File: src/rtl/dcache_pkg.sv
package dcache_pkg;

  typedef enum logic [2:0] {
    ST_IDLE,
    ST_WB,
    ST_FILL,
    ST_BYP,
    ST_RESP
  } stateT;

  typedef struct packed {
    logic capture;   // latch the CPU request
    logic fillWr;    // write bus word into the line
    logic fillDone;  // last refill word: install tag
    logic storeWr;   // merge store into the line
    logic bypLatch;  // keep bus word for a direct load
    logic wbPhase;   // bus carries victim data
    logic bypPhase;  // bus carries the request itself
  } strobeT;

  function automatic logic isMisaligned(logic [1:0] sz, logic [1:0] lo);
    case (sz)
      2'd0:    return 1'b0;
      2'd1:    return lo[0];
      2'd2:    return lo != 2'b00;
      default: return 1'b1;
    endcase
  endfunction

  function automatic logic [3:0] laneMask(logic [1:0] sz, logic [1:0] lo);
    case (sz)
      2'd0:    return 4'b0001 << lo;
      2'd1:    return lo[1] ? 4'b1100 : 4'b0011;
      default: return 4'b1111;
    endcase
  endfunction

  function automatic logic [31:0] laneSpread(logic [31:0] wd, logic [1:0] sz);
    case (sz)
      2'd0:    return {4{wd[7:0]}};
      2'd1:    return {2{wd[15:0]}};
      default: return wd;
    endcase
  endfunction

  function automatic logic [31:0] loadShape(logic [31:0] w, logic [1:0] sz,
                                            logic [1:0] lo, logic uns);
    logic [7:0]  b;
    logic [15:0] h;
    b = w[{lo, 3'b000} +: 8];
    h = lo[1] ? w[31:16] : w[15:0];
    case (sz)
      2'd0:    return uns ? {24'h0, b} : {{24{b[7]}}, b};
      2'd1:    return uns ? {16'h0, h} : {{16{h[15]}}, h};
      default: return w;
    endcase
  endfunction

endpackage

File: src/rtl/dcache_ctrl.sv
module dcache_ctrl
  import dcache_pkg::*;
#(
  parameter int LINE_WORDS = 4,
  parameter bit BYPASS     = 1'b0
) (
  input  logic                          clk,
  input  logic                          rstN,
  input  logic                          cpuReq,
  input  logic                          cpuWe,
  input  logic [1:0]                    cpuSize,
  input  logic [1:0]                    cpuAddrLo,
  input  logic                          hit,
  input  logic                          victimDirty,
  input  logic                          memAck,
  output logic                          cpuReady,
  output logic                          cpuErr,
  output logic                          memReq,
  output logic                          memWe,
  output strobeT                        strb,
  output logic [$clog2(LINE_WORDS)-1:0] wordCnt
);
  localparam int CNT_W = $clog2(LINE_WORDS);

  stateT            state, stateNx;
  logic             errQ, weQ, lastWord;
  logic [CNT_W-1:0] cntNx;

  assign lastWord = wordCnt == CNT_W'(LINE_WORDS - 1);

  always_comb begin
    stateNx  = state;
    cntNx    = wordCnt;
    strb     = '0;
    memReq   = 1'b0;
    memWe    = 1'b0;
    cpuReady = 1'b0;
    cpuErr   = 1'b0;
    case (state)
      ST_IDLE: if (cpuReq) begin
        strb.capture = 1'b1;
        cntNx        = '0;
        if (isMisaligned(cpuSize, cpuAddrLo)) stateNx = ST_RESP;
        else if (BYPASS)                      stateNx = ST_BYP;
        else if (hit)                         stateNx = ST_RESP;
        else if (victimDirty)                 stateNx = ST_WB;
        else                                  stateNx = ST_FILL;
      end
      ST_WB: begin
        memReq       = 1'b1;
        memWe        = 1'b1;
        strb.wbPhase = 1'b1;
        if (memAck) begin
          cntNx = lastWord ? '0 : wordCnt + CNT_W'(1);
          if (lastWord) stateNx = ST_FILL;
        end
      end
      ST_FILL: begin
        memReq = 1'b1;
        if (memAck) begin
          strb.fillWr = 1'b1;
          cntNx       = lastWord ? '0 : wordCnt + CNT_W'(1);
          if (lastWord) begin
            strb.fillDone = 1'b1;
            stateNx       = ST_RESP;
          end
        end
      end
      ST_BYP: begin
        memReq        = 1'b1;
        memWe         = weQ;
        strb.bypPhase = 1'b1;
        if (memAck) begin
          strb.bypLatch = 1'b1;
          stateNx       = ST_RESP;
        end
      end
      ST_RESP: begin
        cpuReady     = 1'b1;
        cpuErr       = errQ;
        strb.storeWr = weQ && !errQ && !BYPASS;
        stateNx      = ST_IDLE;
      end
      default: stateNx = ST_IDLE;
    endcase
  end

  always_ff @(posedge clk) begin
    if (!rstN) begin
      state   <= ST_IDLE;
      wordCnt <= '0;
      errQ    <= 1'b0;
      weQ     <= 1'b0;
    end else begin
      state   <= stateNx;
      wordCnt <= cntNx;
      if (strb.capture) begin
        errQ <= isMisaligned(cpuSize, cpuAddrLo);
        weQ  <= cpuWe;
      end
    end
  end

  // completion is a single-cycle pulse
  a_r10_ready_pulse: assert property (@(posedge clk) disable iff (!rstN)
    cpuReady |=> !cpuReady);

  // an error answer follows a cycle with no bus activity
  a_r8_err_no_bus: assert property (@(posedge clk) disable iff (!rstN)
    cpuErr |-> $past(!memReq));

  // the last write-back word hands over to a refill from word zero
  a_r6_wb_then_fill: assert property (@(posedge clk) disable iff (!rstN)
    (state == ST_WB && memAck && lastWord) |=> (state == ST_FILL && wordCnt == '0));

endmodule

File: src/rtl/dcache_dpath.sv
module dcache_dpath
  import dcache_pkg::*;
#(
  parameter int ADDR_W     = 12,
  parameter int LINE_WORDS = 4,
  parameter int NUM_LINES  = 8
) (
  input  logic                          clk,
  input  logic                          rstN,
  input  strobeT                        strb,
  input  logic [$clog2(LINE_WORDS)-1:0] wordCnt,
  input  logic [ADDR_W-1:0]             cpuAddr,
  input  logic [1:0]                    cpuSize,
  input  logic                          cpuUns,
  input  logic [31:0]                   cpuWdata,
  input  logic [31:0]                   memRdata,
  output logic                          hit,
  output logic                          victimDirty,
  output logic [ADDR_W-1:0]             memAddr,
  output logic [31:0]                   memWdata,
  output logic [3:0]                    memBe,
  output logic [31:0]                   cpuRdata
);
  localparam int  OFF_W     = $clog2(LINE_WORDS);
  localparam int  LINES_EFF = (NUM_LINES < 2) ? 2 : NUM_LINES;
  localparam int  IDX_W     = $clog2(LINES_EFF);
  localparam int  TAG_W     = ADDR_W - IDX_W - OFF_W - 2;
  localparam bit  BYPASS    = NUM_LINES == 0;

  logic [ADDR_W-1:0] addrQ;
  logic [1:0]        sizeQ;
  logic              unsQ;
  logic [31:0]       wdataQ, bypWordQ;
  logic [IDX_W-1:0]  qIdx;
  logic [TAG_W-1:0]  qTag, victimTag;
  logic [OFF_W-1:0]  qWord;
  logic [3:0]        reqBe;
  logic [31:0]       reqData, victimWord, lineWord, respWord;

  assign qIdx    = addrQ[2+OFF_W +: IDX_W];
  assign qTag    = addrQ[ADDR_W-1 -: TAG_W];
  assign qWord   = addrQ[2 +: OFF_W];
  assign reqBe   = laneMask(sizeQ, addrQ[1:0]);
  assign reqData = laneSpread(wdataQ, sizeQ);

  always_ff @(posedge clk) begin
    if (!rstN) begin
      addrQ    <= '0;
      sizeQ    <= '0;
      unsQ     <= 1'b0;
      wdataQ   <= '0;
      bypWordQ <= '0;
    end else begin
      if (strb.capture) begin
        addrQ  <= cpuAddr;
        sizeQ  <= cpuSize;
        unsQ   <= cpuUns;
        wdataQ <= cpuWdata;
      end
      if (strb.bypLatch) bypWordQ <= memRdata;
    end
  end

  assign memAddr  = strb.bypPhase ? {addrQ[ADDR_W-1:2], 2'b00}
                                  : {(strb.wbPhase ? victimTag : qTag), qIdx, wordCnt, 2'b00};
  assign memWdata = strb.wbPhase ? victimWord : reqData;
  assign memBe    = strb.wbPhase ? 4'hF : reqBe;
  assign respWord = BYPASS ? bypWordQ : lineWord;
  assign cpuRdata = loadShape(respWord, sizeQ, addrQ[1:0], unsQ);

  generate
    if (BYPASS) begin : g_direct
      assign hit         = 1'b0;
      assign victimDirty = 1'b0;
      assign victimTag   = '0;
      assign victimWord  = '0;
      assign lineWord    = '0;
      logic unusedDirect;
      assign unusedDirect = ^{strb.fillWr, strb.fillDone, strb.storeWr};
    end else begin : g_store
      logic [31:0]      dataArr [LINES_EFF*LINE_WORDS];
      logic [TAG_W-1:0] tagArr  [LINES_EFF];
      logic [LINES_EFF-1:0] validArr, dirtyArr;
      logic [IDX_W-1:0] liveIdx;
      logic [TAG_W-1:0] liveTag;
      logic [31:0]      storeWord;

      assign liveIdx     = cpuAddr[2+OFF_W +: IDX_W];
      assign liveTag     = cpuAddr[ADDR_W-1 -: TAG_W];
      assign hit         = validArr[liveIdx] && (tagArr[liveIdx] == liveTag);
      assign victimDirty = validArr[liveIdx] && dirtyArr[liveIdx];
      assign victimTag   = tagArr[qIdx];
      assign victimWord  = dataArr[{qIdx, wordCnt}];
      assign lineWord    = dataArr[{qIdx, qWord}];

      always_comb begin
        for (int k = 0; k < 4; k++)
          storeWord[8*k +: 8] = reqBe[k] ? reqData[8*k +: 8] : lineWord[8*k +: 8];
      end

      always_ff @(posedge clk) begin
        if (strb.fillWr)       dataArr[{qIdx, wordCnt}] <= memRdata;
        else if (strb.storeWr) dataArr[{qIdx, qWord}]   <= storeWord;
        if (strb.fillDone)     tagArr[qIdx]             <= qTag;
      end

      always_ff @(posedge clk) begin
        if (!rstN) begin
          validArr <= '0;
          dirtyArr <= '0;
        end else begin
          if (strb.fillDone) begin
            validArr[qIdx] <= 1'b1;
            dirtyArr[qIdx] <= 1'b0;
          end
          if (strb.storeWr) dirtyArr[qIdx] <= 1'b1;
        end
      end

      // a merged store leaves its line marked dirty
      a_r7_store_dirties: assert property (@(posedge clk) disable iff (!rstN)
        strb.storeWr |=> dirtyArr[qIdx]);
    end
  endgenerate

endmodule

File: src/rtl/dcache_wb.sv
module dcache_wb
  import dcache_pkg::*;
#(
  parameter int ADDR_W     = 12,
  parameter int LINE_WORDS = 4,
  parameter int NUM_LINES  = 8
) (
  input  logic              clk,
  input  logic              rstN,
  input  logic              cpuReq,
  input  logic              cpuWe,
  input  logic [1:0]        cpuSize,
  input  logic              cpuUns,
  input  logic [ADDR_W-1:0] cpuAddr,
  input  logic [31:0]       cpuWdata,
  output logic [31:0]       cpuRdata,
  output logic              cpuReady,
  output logic              cpuErr,
  output logic              memReq,
  output logic              memWe,
  output logic [ADDR_W-1:0] memAddr,
  output logic [31:0]       memWdata,
  output logic [3:0]        memBe,
  input  logic [31:0]       memRdata,
  input  logic              memAck
);
  localparam int CNT_W  = $clog2(LINE_WORDS);
  localparam bit BYPASS = NUM_LINES == 0;

  strobeT           strb;
  logic [CNT_W-1:0] wordCnt;
  logic             hit, victimDirty;

  dcache_ctrl #(.LINE_WORDS(LINE_WORDS), .BYPASS(BYPASS)) u_ctrl (
    .clk, .rstN, .cpuReq, .cpuWe, .cpuSize,
    .cpuAddrLo(cpuAddr[1:0]),
    .hit, .victimDirty, .memAck,
    .cpuReady, .cpuErr, .memReq, .memWe, .strb, .wordCnt
  );

  dcache_dpath #(.ADDR_W(ADDR_W), .LINE_WORDS(LINE_WORDS), .NUM_LINES(NUM_LINES)) u_dpath (
    .clk, .rstN, .strb, .wordCnt, .cpuAddr, .cpuSize, .cpuUns, .cpuWdata,
    .memRdata, .hit, .victimDirty, .memAddr, .memWdata, .memBe, .cpuRdata
  );

  // a pending bus request keeps its address and direction
  a_r5_bus_hold: assert property (@(posedge clk) disable iff (!rstN)
    (memReq && !memAck) |=> (memReq && $stable(memAddr) && $stable(memWe)));

endmodule

File: config.mk
export PLATFORM = sky130hd
export DESIGN_NAME = dcache_wb
export DESIGN_NICKNAME = d
export VERILOG_FILES = /design/src/rtl/dcache_pkg.sv /design/src/rtl/dcache_ctrl.sv /design/src/rtl/dcache_dpath.sv /design/src/rtl/dcache_wb.sv
export SDC_FILE = /design/constraint.sdc
export NUM_CORES = 1
export LEC_CHECK = 0
export BUFFER_PORTS_ARGS = -buffer_cell sky130_fd_sc_hd__buf_4
export CAP_MARGIN = 20
export CORE_MARGIN = 3
export CORE_UTILIZATION = 54
export DETAILED_ROUTE_END_ITERATION = 7
export PLACE_DENSITY_LB_ADDON = 0.08
export SKIP_CTS_REPAIR_TIMING = 1
export SYNTH_ARGS = -nofsm -noshare
export SYNTH_HDL_FRONTEND = slang
export SYNTH_HIERARCHICAL = 1
export SYNTH_SLANG_ARGS = --single-unit
export TNS_END_PERCENT = 20
File: constraint.sdc
create_clock -name clk -period 4.8 [get_ports clk]
set_input_delay 0.48 -clock clk [delete_from_list [all_inputs] [get_ports clk]]
set_output_delay 0.48 -clock clk [all_outputs]
set_load 0.01 [all_outputs]
After elaboration in Yosys (flattened, before gate mapping)
Memory sizes are Yosys's and may differ from the RTL's. A register that Yosys moved wholly into a read port is not among the register bits.
Index checks and enable logic that the tools add are counted.
- logic and storage cells: 120
- memories kept: 2
- flip-flop bits (word level): 70
- bits in writable memories: 1064
- memory list (memory ; words ; width ; rd ports ; clocked after memory_dff ; wr ports ; RTL line ; source):
    u_dpath.g_store.dataArr ; 32 ; 32 ; 2 ; 1 ; 1 ; dcache_dpath.sv:81 ; logic [31:0] dataArr [LINES_EFF*LINE_WORDS];
    u_dpath.g_store.tagArr ; 8 ; 5 ; 2 ; 1 ; 1 ; dcache_dpath.sv:82 ; logic [TAG_W-1:0] tagArr [LINES_EFF];
- magnitude comparators: 3
- add/sub/neg operators: 1
- multiplexer cells: 67
- equality and inequality tests: 16
- bitwise logic cells: 4
- shift operators: 2
- reduce and logical (&&, ||, !) cells: 15
- operators with widths (kind ; number):
    $mux 32 ; 4
    $pmux 32 s2 ; 2
    $mux 8 ; 7
    $reduce_or 32->1 ; 1
    $shiftx 32x6->8 ; 1
    $mux 3 ; 10
    $mux 1 ; 22
    $mux 5 ; 4
    $mux 16 ; 1
    $or 8x8->8 ; 2
    $mux 12 ; 1
    $mux 2 ; 6
    $pmux 3 s4 ; 1
    $and 8x8->8 ; 1
    $lt 3x4->1 const B ; 2
    $mux 4 ; 2
    $ne 2x2->1 const B ; 4
    $not 8->8 ; 1
    $pmux 4 s2 ; 1
    $bmux 1 s3 ; 2
    $eq 3x2->1 const B ; 2
    $ne 2x1->1 const B ; 3
    $reduce_and 6->1 ; 1
    $eq 5x5->1 ; 1
    other kinds (19) ; 26

Longest topological paths before layout
- depth after elaboration: 10
- gate-level depth with buffers: 12
- mapped depth without buffers: 9

By module
The synthesis kept the hierarchy.
- by module, submodules not included (module ; area an instance (um2) ; instances ; cells each ; sequential area each (um2)):
    dcache_dpath ; 53461.3 ; 1 ; 2870 ; 33311.9
    dcache_ctrl ; 473.0 ; 1 ; 62 ; 140.1

Least setup slack after synthesis
OpenSTA, ideal clock, no wires.
- path kind: register to register
- start: register u_ctrl.state[2]
- end: memory u_dpath.g_store.dataArr[19][0], enable pin
- buffers on the path: 3
- arrival time: 3395 ps
- slack: 984 ps
- library setup time: 421 ps
- period minus slack after synthesis: 3816 ps
- cell stages (with the launch flop): 10
- cells stage by stage: dfxtp_1 -> clkbuf_1 -> and2_1 -> nor3b_1 -> clkbuf_1 -> nor2b_1 -> clkbuf_1 -> and3_1 -> a31oi_1 -> nor2_1
- RTL lines (what ; RTL line ; source):
    from (decl) ; dcache_ctrl.sv:25 ; stateT state, stateNx;
    from (signal assigned) ; dcache_ctrl.sv:95 ; state <= stateNx;
    to (decl) ; dcache_dpath.sv:81 ;

==> impl_metrics.env <==
export IMPL_status="completed"
export IMPL_yosys_warnings=6
export IMPL_grt_pass1_wl_um=253000
export IMPL_layout_common_cells="edfxtp_1 (1064), mux4_2 (564), buf_4 (342)"
export IMPL_clock_sinks=1139
export IMPL_required_ps=4320
export IMPL_hold_class="in2reg"
export IMPL_die_w_um=322
export IMPL_syn2layout_area_growth_pct=15.5
export IMPL_cts_root_buffer="clkbuf_16"
export IMPL_cts_tree="built"
export IMPL_cts_buffers=119
export IMPL_hpwl_um=109000
export IMPL_final_common_cell="edfxtp_1"
export IMPL_vias_per_cell=7.24
export IMPL_cp_top_family="multiplexers"
export IMPL_drt_initial_drc_count=4999
export IMPL_ant_nets=0
export IMPL_worstMarginPinSlew_ps=1180
export IMPL_syn_instance_count=2931
export IMPL_ctsLongestPathBuffers=3
export IMPL_grt_overflow=0
export IMPL_holdWs_ps=3.50
export IMPL_final_nets=3281
export IMPL_leakage_nw=19.7
export IMPL_core_mm2=0.0987
export IMPL_path_cells="buf_12 -> buf_6 -> mux4_2 -> mux4_2 -> mux2_2 -> nand2_1 -> o221ai_1 -> buf_4"
export IMPL_finalPower_mw=24.1
export IMPL_power_density_mw_per_mm2=387
export IMPL_worstPathMaxFanout=23
export IMPL_drive_gt1_frac=0.377
export IMPL_cap_viol_max_count=0
export IMPL_arrival_ps=4230
export IMPL_grt_max_degree=80
export IMPL_wl_per_cell_um=38.8
export IMPL_cpMostUsedCell="mux4_2"
export IMPL_max_freq_mhz=212
export IMPL_synth_avg_cell_area_um2=18.4
export IMPL_antenna_found_initial=4
export IMPL_slew_violations=0
export IMPL_drc=0
export IMPL_crit_path_end_kind="output port"
export IMPL_cp_slowest_cell="dfxtp_4"
export IMPL_tns_ps=0
export IMPL_globalplace_congestion=0.918
export IMPL_worst_path_buf_inv=3
export IMPL_critPathMaxStageDelay_ps=710
export IMPL_numPortBuffers=165
export IMPL_fp_dieH_um=322
export IMPL_layout_min_cycle_time_ps=4710
export IMPL_critPathKind="reg2out"
export IMPL_track_usage=0.348
export IMPL_rsz0062_at_grt="true"
export IMPL_rows=115
export IMPL_start_util=0.546
export IMPL_startpoint_type="flop"
export IMPL_htreeDepth=3
export IMPL_io_pins=168
export IMPL_num_vias=33200
export IMPL_clk_latency_ps=720
export IMPL_skew_ps=37.7
export IMPL_die_area_mm2=0.104
export IMPL_syn_area_mm2=0.0539
export IMPL_ir_drop_uv=288
export IMPL_clkSlewWorstSetupHoldPaths_ps=60
export IMPL_grt_pass1_vias=33500
export IMPL_min_period_over_period=0.982
export IMPL_dr_pass1_iters=7
export IMPL_setup_viol=0
export IMPL_routed_wl_um=178000
export IMPL_hold_violations=0
export IMPL_relSlewSlack=0.212
==> registers in the layout, summed over array words and instances (netlist names), 2 cells and up, named ones only <==
signal	flops
u_dpath/sizeQ	2
u_dpath/wdataQ	32
u_ctrl/state	3
u_dpath/addrQ	12
u_dpath/g_store.dataArr	1024
u_dpath/g_store.tagArr	40
u_dpath/g_store.validArr	8
u_dpath/g_store.dirtyArr	8
u_ctrl/wordCnt	2
==> final timing paths <==
kind	start	slack [ps]	endpoint	depth (start not counted)
worst min-delay path	cpuWe	4	u_ctrl/weQ$_SDFFE_PN0P_	3
worst max-delay path	flop	90	cpuRdata[0]	8
worst min register to register	u_dpath/g_store.validArr[2]$_SDFFE_PN0P_	470	u_dpath/g_store.validArr[2]$_SDFFE_PN0P_	1
worst max register to register	u_ctrl/state[1]$_SDFFE_PN0P_	810	u_dpath/g_store.dataArr[17][8]$_DFFE_PP_	10
==> per-layer routing <==
layer / vias to the layer above / GRT usage / share of wire
li1: 12900 / - / -
met2: 2507 / 0.512 / 0.45
met4: 0 / 0.134 / 0.041
met5: - / 0 / 0
met3: 362 / 0.108 / 0.14
met1: 17500 / 0.493 / 0.37
==> worst reg2reg max path: stages (launching register included) <==
cell and delay, ps:
dfxtp_1 480, nor2_1 240, and2_1 180, nor3b_2 200, buf_4 230, nand2b_4 290
nor3b_1 320, a31oi_2 140, buf_4 340, nor2_4 730, buf_4 480
==> power by group <==
group	leakage, nW	internal, mW	switching, mW	total (mW)
Combinational	7.45	1.34	1.77	3.11
Clock	2.03	5.89	3.98	9.87
Sequential	10.2	10.9	0.186	11.1
==> through the flow <==
step,instance area (um2),utilization,cells,setup WS [ps]
floorplan,53900,-,2932,984
global placement,58000,0.588,4359,767
detailed placement,58100,0.588,4361,744
CTS,62200,0.630,4586,-26.4
global route,62300,0.631,4589,-99.9
finish,62300,0.631,4589,88.5
==> cell type report <==
cell class              count  area [um2]
flip-flops and latches   1139       33500
repair buffers            378        3250
well taps                1287        1610
clock inverters            71         890
fillers                  6912       36400
diodes                      2        5.00
inverters                  14        52.6
multi-input cells        1544       19700
clock buffers             154        3290
No activity file was read; power rests on OpenSTA's default activity.
